<file path="src/rtl/aux_seq_pkg.sv">
package aux_seq_pkg;

    typedef enum logic [3:0] {
        S_IDLE,
        S_WAIT_IDLE,
        S_OWN,
        S_SINK,
        S_LOAD,
        S_RST,
        S_GAP,
        S_START,
        S_WAIT_XFER,
        S_CHECK,
        S_UNLOAD,
        S_DONE
    } seq_state_t;

    typedef enum logic [1:0] {
        RES_OK     = 2'd0,
        RES_BUSY   = 2'd1,
        RES_NODEV  = 2'd2,
        RES_REMOTE = 2'd3
    } seq_result_t;

endpackage

</file>
<file path="src/rtl/aux_us_tick.sv">
module aux_us_tick #(
    parameter int DIV = 100
) (
    input  logic clk,
    input  logic rst_n,
    output logic tick
);
    localparam int CW = (DIV > 1) ? $clog2(DIV) : 1;

    logic [CW-1:0] cnt_q;

    always_ff @(posedge clk or negedge rst_n) begin
        if (!rst_n)
            cnt_q <= '0;
        else if (cnt_q == CW'(DIV - 1))
            cnt_q <= '0;
        else
            cnt_q <= cnt_q + 1'b1;
    end

    assign tick = (cnt_q == CW'(DIV - 1));
endmodule

</file>
<file path="src/rtl/aux_us_timer.sv">
module aux_us_timer #(
    parameter int CW = 11
) (
    input  logic          clk,
    input  logic          rst_n,
    input  logic          clear,
    input  logic          tick,
    output logic [CW-1:0] count
);
    always_ff @(posedge clk or negedge rst_n) begin
        if (!rst_n)
            count <= '0;
        else if (clear)
            count <= '0;
        else if (tick && (count != {CW{1'b1}}))
            count <= count + 1'b1;
    end
endmodule

</file>
<file path="src/rtl/aux_xfer_seq.sv">
module aux_xfer_seq
    import aux_seq_pkg::*;
#(
    parameter int TICK_DIV  = 100,
    parameter int IDLE_US   = 1000,
    parameter int GRANT_US  = 1000,
    parameter int XFER_US   = 1000,
    parameter int GAP_US    = 400,
    parameter int MAX_TRIES = 32,
    parameter int ADDR_W    = 20,
    parameter int CMD_W     = 4,
    parameter int LEN_W     = 4,
    parameter int WORD_W    = 32,
    parameter int STAT_W    = 8
) (
    input  logic                      clk,
    input  logic                      rst_n,
    input  logic                      req_valid,
    input  logic [CMD_W-1:0]          req_cmd,
    input  logic [ADDR_W-1:0]         req_addr,
    input  logic [LEN_W-1:0]          req_len,
    input  logic [(8<<LEN_W)-1:0]     req_wdata,
    output logic                      done,
    output logic [1:0]                result,
    output logic [(8<<LEN_W)-1:0]     rd_data,
    input  logic                      chan_busy,
    output logic                      own_req,
    input  logic                      own_gnt,
    input  logic                      sink_present,
    output logic [CMD_W-1:0]          eng_cmd,
    output logic [ADDR_W-1:0]         eng_addr,
    output logic [LEN_W-1:0]          eng_len,
    output logic                      tx_we,
    output logic [$clog2((8<<LEN_W)/WORD_W)-1:0] tx_idx,
    output logic [WORD_W-1:0]         tx_word,
    output logic                      chan_rst,
    output logic                      xfer_start,
    input  logic                      xfer_busy,
    input  logic [STAT_W-1:0]         xfer_status,
    output logic [$clog2((8<<LEN_W)/WORD_W)-1:0] rx_idx,
    input  logic [WORD_W-1:0]         rx_word
);
    localparam int BYTES   = 1 << LEN_W;
    localparam int BUF_W   = 8 * BYTES;
    localparam int WORDS   = BUF_W / WORD_W;
    localparam int IDX_W   = $clog2(WORDS);
    localparam int LIM_A   = (IDLE_US > GRANT_US) ? IDLE_US : GRANT_US;
    localparam int LIM_B   = (XFER_US > GAP_US) ? XFER_US : GAP_US;
    localparam int LIM_MAX = (LIM_A > LIM_B) ? LIM_A : LIM_B;
    localparam int TW      = $clog2(LIM_MAX + 1) + 1;
    localparam int TRY_W   = $clog2(MAX_TRIES + 1);

    seq_state_t  state_q, state_d;
    seq_result_t res_q, res_d;

    logic [CMD_W-1:0]  cmd_q;
    logic [ADDR_W-1:0] addr_q;
    logic [LEN_W-1:0]  len_q;
    logic [BUF_W-1:0]  wdata_q;
    logic [BUF_W-1:0]  rbuf_q;
    logic [BUF_W-1:0]  byte_mask;
    logic [IDX_W-1:0]  idx_q;
    logic [TRY_W-1:0]  tries_q;
    logic              us_tick;
    logic [TW-1:0]     us_count;
    logic [TW-1:0]     us_limit;
    logic              expired;
    logic              is_read;

    aux_us_tick #(.DIV(TICK_DIV)) u_tick (
        .clk   (clk),
        .rst_n (rst_n),
        .tick  (us_tick)
    );

    aux_us_timer #(.CW(TW)) u_timer (
        .clk   (clk),
        .rst_n (rst_n),
        .clear (state_q != state_d),
        .tick  (us_tick),
        .count (us_count)
    );

    assign is_read = cmd_q[0];

    always_comb begin
        unique case (state_q)
            S_WAIT_IDLE: us_limit = TW'(IDLE_US);
            S_OWN:       us_limit = TW'(GRANT_US);
            S_GAP:       us_limit = TW'(GAP_US);
            S_WAIT_XFER: us_limit = TW'(XFER_US);
            default:     us_limit = '0;
        endcase
    end
    assign expired = (us_count >= us_limit);

    // next-state and result selection
    always_comb begin
        state_d = state_q;
        res_d   = res_q;
        unique case (state_q)
            S_IDLE:      if (req_valid) state_d = S_WAIT_IDLE;
            S_WAIT_IDLE: begin
                if (!chan_busy)  state_d = S_OWN;
                else if (expired) begin state_d = S_DONE; res_d = RES_BUSY; end
            end
            S_OWN: begin
                if (own_gnt)      state_d = S_SINK;
                else if (expired) begin state_d = S_DONE; res_d = RES_BUSY; end
            end
            S_SINK: begin
                if (!sink_present) begin state_d = S_DONE; res_d = RES_NODEV; end
                else if (is_read)  state_d = S_RST;
                else               state_d = S_LOAD;
            end
            S_LOAD:      if (idx_q == IDX_W'(WORDS - 1)) state_d = S_RST;
            S_RST:       state_d = (tries_q == '0) ? S_START : S_GAP;
            S_GAP:       if (expired) state_d = S_START;
            S_START:     state_d = S_WAIT_XFER;
            S_WAIT_XFER: begin
                if (!xfer_busy)   state_d = S_CHECK;
                else if (expired) begin state_d = S_DONE; res_d = RES_REMOTE; end
            end
            S_CHECK: begin
                if (xfer_status == '0) begin
                    if (is_read) state_d = S_UNLOAD;
                    else begin state_d = S_DONE; res_d = RES_OK; end
                end else if (tries_q == TRY_W'(MAX_TRIES - 1)) begin
                    state_d = S_DONE; res_d = RES_REMOTE;
                end else begin
                    state_d = S_RST;
                end
            end
            S_UNLOAD: if (idx_q == IDX_W'(WORDS - 1)) begin
                state_d = S_DONE; res_d = RES_OK;
            end
            S_DONE:      state_d = S_IDLE;
            default:     state_d = S_IDLE;
        endcase
    end

    // state register
    always_ff @(posedge clk or negedge rst_n) begin
        if (!rst_n) begin
            state_q <= S_IDLE;
            res_q   <= RES_OK;
        end else begin
            state_q <= state_d;
            res_q   <= res_d;
        end
    end

    // request latch, counters and receive buffer
    always_ff @(posedge clk or negedge rst_n) begin
        if (!rst_n) begin
            cmd_q   <= '0;
            addr_q  <= '0;
            len_q   <= '0;
            wdata_q <= '0;
            rbuf_q  <= '0;
            idx_q   <= '0;
            tries_q <= '0;
        end else begin
            if (state_q == S_IDLE && req_valid) begin
                cmd_q   <= req_cmd;
                addr_q  <= req_addr;
                len_q   <= req_len;
                wdata_q <= req_wdata;
                rbuf_q  <= '0;
                tries_q <= '0;
            end
            if (state_q != state_d)
                idx_q <= '0;
            else if (state_q == S_LOAD || state_q == S_UNLOAD)
                idx_q <= idx_q + 1'b1;
            if (state_q == S_UNLOAD && state_d == S_DONE)
                idx_q <= '0;
            if (state_q == S_LOAD && state_d == S_RST)
                idx_q <= '0;
            if (state_q == S_UNLOAD)
                rbuf_q[idx_q*WORD_W +: WORD_W] <= rx_word;
            if (state_q == S_CHECK && xfer_status != '0)
                tries_q <= tries_q + 1'b1;
        end
    end

    generate
        for (genvar b = 0; b < BYTES; b++) begin : g_mask
            assign byte_mask[b*8 +: 8] = (b <= int'(len_q)) ? 8'hFF : 8'h00;
        end
    endgenerate

    // outputs
    always_comb begin
        own_req    = 1'b0;
        tx_we      = 1'b0;
        chan_rst   = 1'b0;
        xfer_start = 1'b0;
        done       = 1'b0;
        unique case (state_q)
            S_OWN, S_SINK, S_RST, S_GAP,
            S_WAIT_XFER, S_CHECK, S_UNLOAD: own_req = 1'b1;
            S_LOAD:  begin own_req = 1'b1; tx_we = 1'b1; end
            S_START: begin own_req = 1'b1; xfer_start = 1'b1; end
            S_DONE:  done = 1'b1;
            default: ;
        endcase
        if (state_q == S_RST) chan_rst = 1'b1;
    end

    assign result   = res_q;
    assign rd_data  = rbuf_q & byte_mask;
    assign eng_cmd  = cmd_q;
    assign eng_addr = addr_q;
    assign eng_len  = len_q;
    assign tx_idx   = idx_q;
    assign rx_idx   = idx_q;
    assign tx_word  = wdata_q[idx_q*WORD_W +: WORD_W];

    // ownership is never held on the completion cycle
    a_r11_release_on_done: assert property (@(posedge clk) disable iff (!rst_n)
        done |-> !own_req);

    // completion is a single-cycle pulse
    a_r12_done_pulse: assert property (@(posedge clk) disable iff (!rst_n)
        done |=> !done);

    // an attempt only starts while ownership is both requested and granted
    a_r6_start_owned: assert property (@(posedge clk) disable iff (!rst_n)
        xfer_start |-> (own_req && own_gnt));

    // transmit words are only written for write commands
    a_r4_load_write_only: assert property (@(posedge clk) disable iff (!rst_n)
        tx_we |-> (eng_cmd[0] == 1'b0));

    // a start strobe is never repeated in the following cycle
    a_r8_start_single: assert property (@(posedge clk) disable iff (!rst_n)
        xfer_start |=> !xfer_start);

    // a start never coincides with a channel reset
    a_r7_rst_then_start: assert property (@(posedge clk) disable iff (!rst_n)
        chan_rst |-> !xfer_start);
endmodule

</file>
<file path="config.mk">
export PLATFORM = sky130hd
export DESIGN_NAME = aux_xfer_seq
export DESIGN_NICKNAME = d
export VERILOG_FILES = /design/src/rtl/aux_seq_pkg.sv /design/src/rtl/aux_us_tick.sv /design/src/rtl/aux_us_timer.sv /design/src/rtl/aux_xfer_seq.sv
export SDC_FILE = /design/constraint.sdc
export NUM_CORES = 1
export LEC_CHECK = 0
export BUFFER_PORTS_ARGS = -buffer_cell sky130_fd_sc_hd__buf_2
export CAP_MARGIN = 10
export CORE_MARGIN = 5
export CORE_UTILIZATION = 50
export CTS_CLUSTER_DIAMETER = 50
export CTS_CLUSTER_SIZE = 20
export DETAILED_ROUTE_END_ITERATION = 6
export PLACE_DENSITY = 0.77
export SYNTH_ARGS = -nofsm -noshare
export SYNTH_HDL_FRONTEND = slang
export SYNTH_HIERARCHICAL = 1
export SYNTH_SLANG_ARGS = --single-unit
</file>
<file path="constraint.sdc">
create_clock -name clk -period 6.3 [get_ports clk]
set_input_delay 0.63 -clock clk [delete_from_list [all_inputs] [get_ports clk]]
set_output_delay 0.63 -clock clk [all_outputs]
set_load 0.02 [all_outputs]
</file>
==> flow_summary.ini, run 1 <==
[status]
status = complete, no violations

[floorplanning]
num_rows = 62
coreArea_sq_um = 28600
num_io_pins = 402
initial_core_util_pct = 50.4
die_area_sq_um = 32400
die-height_um = 180
dieWidth_um = 180

[clock_network]
cts-root-buf = clkbuf_16
clk_path_buf_depth = 3
clkSlewWorstSetupHoldPaths_ps = 70
htree_levels = 2
cts_hold_buffers = 0
clk_latency_ps = 510
cts_setup_buffers = 0
tritoncts = yes
clock-sinks = 316
cts_buffers = 36
cts-resized-gates = 0

[global_routing]
grt_use_total_pct = 25.1
grt_pass1_vias = 12409
grt_start_max_net_pins = 176
antenna_found_initial = 3
grt_pass1_wl_mm = 67.4
grt_overflow = 0

[timing]
fmax_mhz = 242
fin_ws_ps = 2170
finClkSkew_ps = 21.9
tns_ps = 0
drv_slew = 0
min_period_ps = 4130
finalSetupViolCount = 0
worst_slew_pin_slew_ps = 1100
finalHoldViolations = 0
rsz0062_at_grt = false
slew_headroom_pct = 26.4
finalCritPeriodShare_pct = 65.5

[setup_path]
cp-start-kind = flop
cp_cell_sequence = nor2b_1 -> nor3_1 -> a211oi_1 -> nor2b_1 -> ha_1 -> a21o_1 -> a211oi_2 -> o31a_2 -> a21oi_1 -> nor4_1 -> o21ai_0 -> or2_1 -> a311oi_1
crit_top_cell = nor2b_1
cp_max_fo = 22
crit_slowest_cell = dfrtp_1
critPathKind = reg -> reg
end_kind = flop
slowest_delay_ps = 760
rr_endpoint = u_timer/count[8]$_DFFE_PN0P_
rr_worst_depth = 13
reg2reg_slack_ps = 2170
r2r_start = state_q[3]$_DFF_PN0_
crit_arrival_ps = 4540
crit_required_ps = 6720

[drt]
drcViolationCount = 0
ant_nets = 0
drtIter0Drc = 827
drt_first_pass_iters = 7
vias = 12035
avgViaCountPerCell = 5.51
wl_per_cell_um = 18.9
routed_wl_mm = 41.3

[cells_and_area]
n_fill_cell = 2380
antenna_cells = 0
drive_above_1_share_pct = 29.9
area_growth_pct = 23.7
post-route-util_pct = 62.4
fin_nets = 1997

[power_and_ir_drop]
powerDensity_nw_per_um2 = 431
intPower_mw = 4.75
ir_drop_mv = 0.285
switchingPower_mw = 2.95
sw_frac_of_total_pct = 38.3
clkPwrFrac_pct = 27.8
p_comb_share_pct = 33.5
seq_power_share_pct = 38.7
p_leak_nw = 9.62

[yosys]
synth_nets = 1641
syn-instance-count = 1421
synth.distinct_cells = 72
synth_edf_count = 0
yosysSeqAreaShare_pct = 54.8
netlist_area_sq_um = 14400
synth-main-ff-cell = dfrtp_1
ys_ff_latch = 316
yosys_warnings = 6
async_flop_share_pct = 100
avgSynthCellArea_sq_um = 10.2

[place]
dp_hpwl_mm = 29.1
place.gp.congestion = 0.917
pre_cts_slack_ps = 2210
port_buffers = 401

[flow_run]
maxCapViolCount = 0

[worst_hold_path]
hp-class = in -> async
==> critical path, delay by kind of cell, from the launching register on <==
family	cells	cell delay (ps)
compound gates	7	1620
flops	1	760
fa+ha+maj	1	310
simple gates	5	1340
==> flip-flops by register name, summed over array words and instances, names as in the netlist, 4 cells and up <==
| signal | count |
|---|---|
| eng_addr | 20 |
| eng_cmd | 4 |
| eng_len | 4 |
| rbuf_q | 128 |
| state_q | 4 |
| tries_q | 6 |
| u_tick/cnt_q | 7 |
| u_timer/count | 11 |
| wdata_q | 128 |
==> synth_stat cells, drive strengths merged (2+ instances only) <==
master / count / area (sq um)
nor3b: 3 / 27.5
and3: 23 / 148
a21o: 3 / 23.8
a22o: 129 / 1130
xnor2: 6 / 52.6
o2111ai: 2 / 17.5
nor2: 33 / 145
o32ai: 2 / 17.5
o21a: 3 / 22.5
inv: 17 / 63.8
nand3: 9 / 45.0
o31ai: 4 / 57.6
a31oi: 4 / 25.0
nand2: 493 / 1860
nand2b: 3 / 18.8
o211ai: 3 / 22.5
and2: 51 / 319
o22ai: 2 / 12.5
clkbuf: 38 / 143
ha: 17 / 213
nor4: 5 / 31.3
xor2: 4 / 35.0
a211oi: 4 / 35.0
and4: 5 / 46.3
mux2i: 4 / 40.0
o31a: 2 / 18.8
or2: 4 / 25.0
a21oi: 26 / 130
nand4: 6 / 58.8
or3: 2 / 17.5
nor2b: 64 / 403
o21ai: 13 / 65.1
buf: 60 / 317
mux4: 32 / 721
nor3: 12 / 65.1
dfrtp: 316 / 7910
==> kinds of logic (layout without fill, tap and decap cells) <==
logic type,Yosys count,after routing,share of synthesized area [%]
xor+xnor,10,10,0.607
compound gates,208,208,11.6
simple gates,719,719,22.6
buf+inv,115,496,3.62
fa+ha+maj,17,17,1.47
mux,36,36,5.27
flops,316,316,54.8
==> power groups by stage <==
stage               combinational [mW]  sequential (mW)  clock, mW
global route                      2.88             3.04       2.28
detailed placement                2.58             3.00          0
global placement                  2.53             2.98          0
finish                            2.58             2.98       2.14
CTS                               2.61             2.97       2.18
floorplan                         1.79             2.93          0
==> how the worst max path moves through the flow <==
stage	start	end	slack, ps	cells past startpoint
after detailed placement	state_q[3]$_DFF_PN0_	u_timer/count[8]$_DFFE_PN0P_	2210	13
after CTS	state_q[3]$_DFF_PN0_	u_timer/count[8]$_DFFE_PN0P_	2190	13
after global placement	state_q[3]$_DFF_PN0_	u_timer/count[8]$_DFFE_PN0P_	2300	13
after floorplan	state_q[1]$_DFF_PN0_	u_timer/count[2]$_DFFE_PN0P_	2890	14
after global routing	state_q[1]$_DFF_PN0_	u_timer/count[8]$_DFFE_PN0P_	1760	14
final	state_q[3]$_DFF_PN0_	u_timer/count[8]$_DFFE_PN0P_	2170	13
==> per-layer routing <==
metal / vias to the layer above / GRT usage (%) / routed length [um]
met5: - / 0 / 34
met4: 6 / 6.95 / 1140
met3: 95 / 7.82 / 3990
met2: 535 / 42.5 / 20300
met1: 5864 / 31.5 / 15800
li1: 5535 / - / -
==> cell type report <==
class,count,area [sq um],share of cell area (%)
inverters,17,63.8,0.357
well taps,384,480,2.69
clock inverters,19,259,1.45
flip-flops and latches,316,7910,44.3
clock buffers,44,962,5.39
multi-input cells,990,6040,33.8
repair buffers,416,2140,12.0
==> cell usage in the layout (no fill, tap or decap), types with 4 or more instances in the layout <==
master	n
inv_1	17
nor4_1	4
mux2i_1	4
nor2_1	30
and3_1	19
and2_1	51
nor3_1	11
nor2b_1	63
nand4_1	4
xnor2_1	6
nand2_1	492
xor2_1	4
nand3_1	8
a31oi_1	4
clkbuf_1	6
clkinvlp_4	4
dfrtp_1	314
o21ai_0	12
buf_4	14
ha_1	17
mux4_2	32
buf_2	400
clkbuf_16	37
a22o_1	129
a21oi_1	22
a21oi_2	4
==> per-stage QoR <==
stage	power [mW]	hold slack [ps]	area, sq um	instances
floorplan	4.72	334	14400	1421
global placement	5.50	452	16600	2123
detailed placement	5.59	457	16600	2123
CTS	7.76	121	17900	2186
global route	8.20	143	17900	2186
finish	7.70	84.7	17900	2186
(Power assumes the default switching activity.)
==> inputs of run 2 (changes only) <==
--- a/config.mk
+++ b/config.mk
@@ -5,10 +5,11 @@
 export SDC_FILE = /design/constraint.sdc
 export NUM_CORES = 1
 export LEC_CHECK = 0
+export ABC_AREA = 1
 export BUFFER_PORTS_ARGS = -buffer_cell sky130_fd_sc_hd__buf_2
 export CAP_MARGIN = 10
 export CORE_MARGIN = 5
-export CORE_UTILIZATION = 50
+export CORE_UTILIZATION = 48
 export CTS_CLUSTER_DIAMETER = 50
 export CTS_CLUSTER_SIZE = 20
 export DETAILED_ROUTE_END_ITERATION = 6
==> constraint.sdc (replaced) <==
create_clock -name clk -period 3.7 [get_ports clk]
set_input_delay 0.37 -clock clk [delete_from_list [all_inputs] [get_ports clk]]
set_output_delay 0.37 -clock clk [all_outputs]
set_load 0.02 [all_outputs]
==> flow_summary.ini, run 2 <==
[status]
status = complete, no violations

[yosys]
netlist_area_sq_um = 15200
async_flop_share_pct = 100
synth_area_leaders = dfrtp_1 52%, nand2_1 16%, nor2_1 5.5%
yosysSeqAreaShare_pct = 52.0
ys_ff_latch = 316
yosys_warnings = 6
syn-instance-count = 1912
synth-main-ff-cell = dfrtp_1
synth_common_cells = 662 x nand2_1, 316 x dfrtp_1, 221 x nor2_1, 176 x inv_1, 101 x o21ai_0
synth_nets = 2132
synth.largest_area_cell = dfrtp_1
synth_edf_count = 0
synth.most_common_cell = nand2_1
yosysTopAreaCellShare_pct = 52.0
avgSynthCellArea_sq_um = 7.96
synth.distinct_cells = 37

[timing]
finalHoldViolations = 0
worst_slew_pin_slew_ps = 981
drv_slew = 0
finalSetupViolCount = 0
fmax_mhz = 296
min_period_ps = 3370
slew_headroom_pct = 34.3
finalCritPeriodShare_pct = 91.2
finClkSkew_ps = 14.8
fin_ws_ps = 325

[cells_and_area]
drive_above_1_share_pct = 24.3
final_common_cell = nand2_1
fin_nets = 2483
finalNonFillerCells = 2692
design_area_sq_um = 18800
area_growth_pct = 23.5
final_cell_mix = 662 x nand2_1, 400 x buf_2, 314 x dfrtp_1

[global_routing]
grt_pass1_vias = 13999
grt_use_total_pct = 25.1
grt_pass1_wl_mm = 73.3
grt_start_max_net_pins = 141
antenna_found_initial = 3
grt_overflow = 0

[setup_path]
slowest_delay_ps = 410
rr_worst_depth = 26
crit_slowest_cell = dfrtp_1
r2r_start = state_q[3]$_DFF_PN0_
cp_max_fo = 7
cp-start-kind = flop
crit_top_cell = nand2_1
startpoint = state_q[3]$_DFF_PN0_
endpoint = u_timer/count[3]$_DFFE_PN0P_
worst-path-buf-inv = 8
critPathKind = reg -> reg
crit_required_ps = 4080
end_kind = flop
rr_endpoint = u_timer/count[3]$_DFFE_PN0P_
crit_arrival_ps = 3750
cp.depth = 26
reg2reg_slack_ps = 330
critPathTopFamily = simple AND/OR/NAND/NOR gates

[place]
dp_hpwl_mm = 32.4
pre_cts_slack_ps = 64.2
place.gp.congestion = 0.885
place_inst = 2628
port_buffers = 401
dpl_cell_area_sq_um = 17500

[worst_hold_path]
hp-class = in -> reg

[power_and_ir_drop]
seq_power_share_pct = 34.7
switchingPower_mw = 6.12
powerDensity_nw_per_um2 = 775
p_comb_share_pct = 40.0
intPower_mw = 8.45
p_leak_nw = 9.91
total_power_mw = 14.6
ir_drop_mv = 0.498
sw_frac_of_total_pct = 42.0
clkPwrFrac_pct = 25.3

[clock_network]
clk_path_buf_depth = 3
tritoncts = yes
clock-sinks = 316
cts_setup_buffers = 0
cts-root-buf = clkbuf_16
clkSlewWorstSetupHoldPaths_ps = 70
clk_latency_ps = 500
cts_buffers = 34
htree_levels = 2

[drt]
routed_wl_mm = 46.7
ant_nets = 0
vias = 14526
avgViaCountPerCell = 5.40
drtIter0Drc = 1137
wl_per_cell_um = 17.3
drcViolationCount = 0
drt_first_pass_iters = 5

[floorplanning]
die-height_um = 188
coreArea_sq_um = 31400
dieWidth_um = 188
num_rows = 65
num_io_pins = 402
initial_core_util_pct = 48.5
die_area_sq_um = 35400

[flow_run]
maxCapViolCount = 0
==> run 2: cell count changes after synthesis, sizes merged, moves of 24 or more <==
cell,change
nand3,+65
nand2,+181
o22ai,+33
inv,+176
nor2b,-64
nor2,+207
o32ai,+87
mux4,-32
and2,-51
clkbuf,+24
o21ai,+99
a22o,-129
==> run 2: logic make-up after synthesis <==
logic type / count (synthesis) / share of synthesized area (%)
fa+ha+maj: 17 / 1.40
flops: 316 / 52.0
xor+xnor: 7 / 0.403
simple gates: 998 / 26.5
buf+inv: 307 / 8.10
compound gates: 267 / 11.7
==> run 2: metal layers <==
metal  vias to the layer above  share of wire, %  GRT usage, %
li1                       6813                 -             -
met5                         -             0.062             0
met2                       689                47          40.8
met1                      6898                40          33.1
met3                       122               9.6          5.66
met4                         4               3.6          9.15
==> run 2: power groups by stage <==
stage                     combinational, mW  sequential [mW]  clock [mW]
after global routing                   6.44             5.17        3.90
after CTS                              5.82             5.05        3.75
final                                  5.83             5.06        3.68
after global placement                 5.65             5.06           0
after detailed placement               5.79             5.09           0
after floorplan                        3.76             5.13           0
==> run 2: worst min-delay path by stage <==
stage / slack [ps] / endpoint / cells past startpoint / start
finish: 60 / wdata_q[28]$_DFFE_PN0P_ / 3 / req_wdata[28]
global route: 50 / wdata_q[28]$_DFFE_PN0P_ / 3 / req_wdata[28]
CTS: 40 / wdata_q[60]$_DFFE_PN0P_ / 3 / req_wdata[60]
detailed placement: 450 / wdata_q[43]$_DFFE_PN0P_ / 2 / wdata_q[43]$_DFFE_PN0P_
global placement: 450 / eng_addr[3]$_DFFE_PN0P_ / 2 / eng_addr[3]$_DFFE_PN0P_
floorplan: 70 / eng_addr[0]$_DFFE_PN0P_ / 0 / rst_n
==> run 2: stage by stage <==
step | setup TNS [ps] | utilization [%] | hold slack [ps]
after floorplan | 0 | - | 74.4
after global placement | 0 | 55.8 | 448
after detailed placement | 0 | 55.8 | 453
after CTS | 0 | 59.8 | 40.0
after global routing | -1.53 | 59.9 | 47.1
final | 0 | 59.9 | 62.5
==> run 2: final cells by class <==
class | instances | area (sq um)
Multi-Input combinational cell | 1289 | 6110
Clock inverter | 16 | 220
Antenna cell | 2 | 5.00
Fill cell | 2828 | 12600
Inverter | 194 | 733
Sequential cell | 316 | 7910
Clock buffer | 45 | 1020
Tap cell | 402 | 503
Timing Repair Buffer | 428 | 2300
==> run 2: worst register-to-register path, cell delays in order (launching register included) <==
cell,delay [ps]
dfrtp_1,410
inv_2,80
nand2_2,150
inv_2,50
nand2_2,60
inv_2,40
nor2_2,90
inv_1,60
nor2_2,170
inv_1,90
nor2_1,150
ha_1,250
nand2_1,110
inv_1,50
a21oi_1,170
nand2_1,110
a21oi_2,200
nor2_1,80
nor2_2,120
nand3_2,90
nand2_1,80
nand3_2,180
inv_2,140
buf_4,150
nand2_4,60
nand2_1,60
nand2_1,50
==> run 2: timing repair <==
| action | 4_1_cts | 5_1_grt |
|---|---|---|
| endpoints found under the setup margin | 0 | 10 |
| gates resized for setup | 0 | 7 |
| endpoints found under the hold margin | 102 | 0 |
| hold buffers | 1 | 0 |
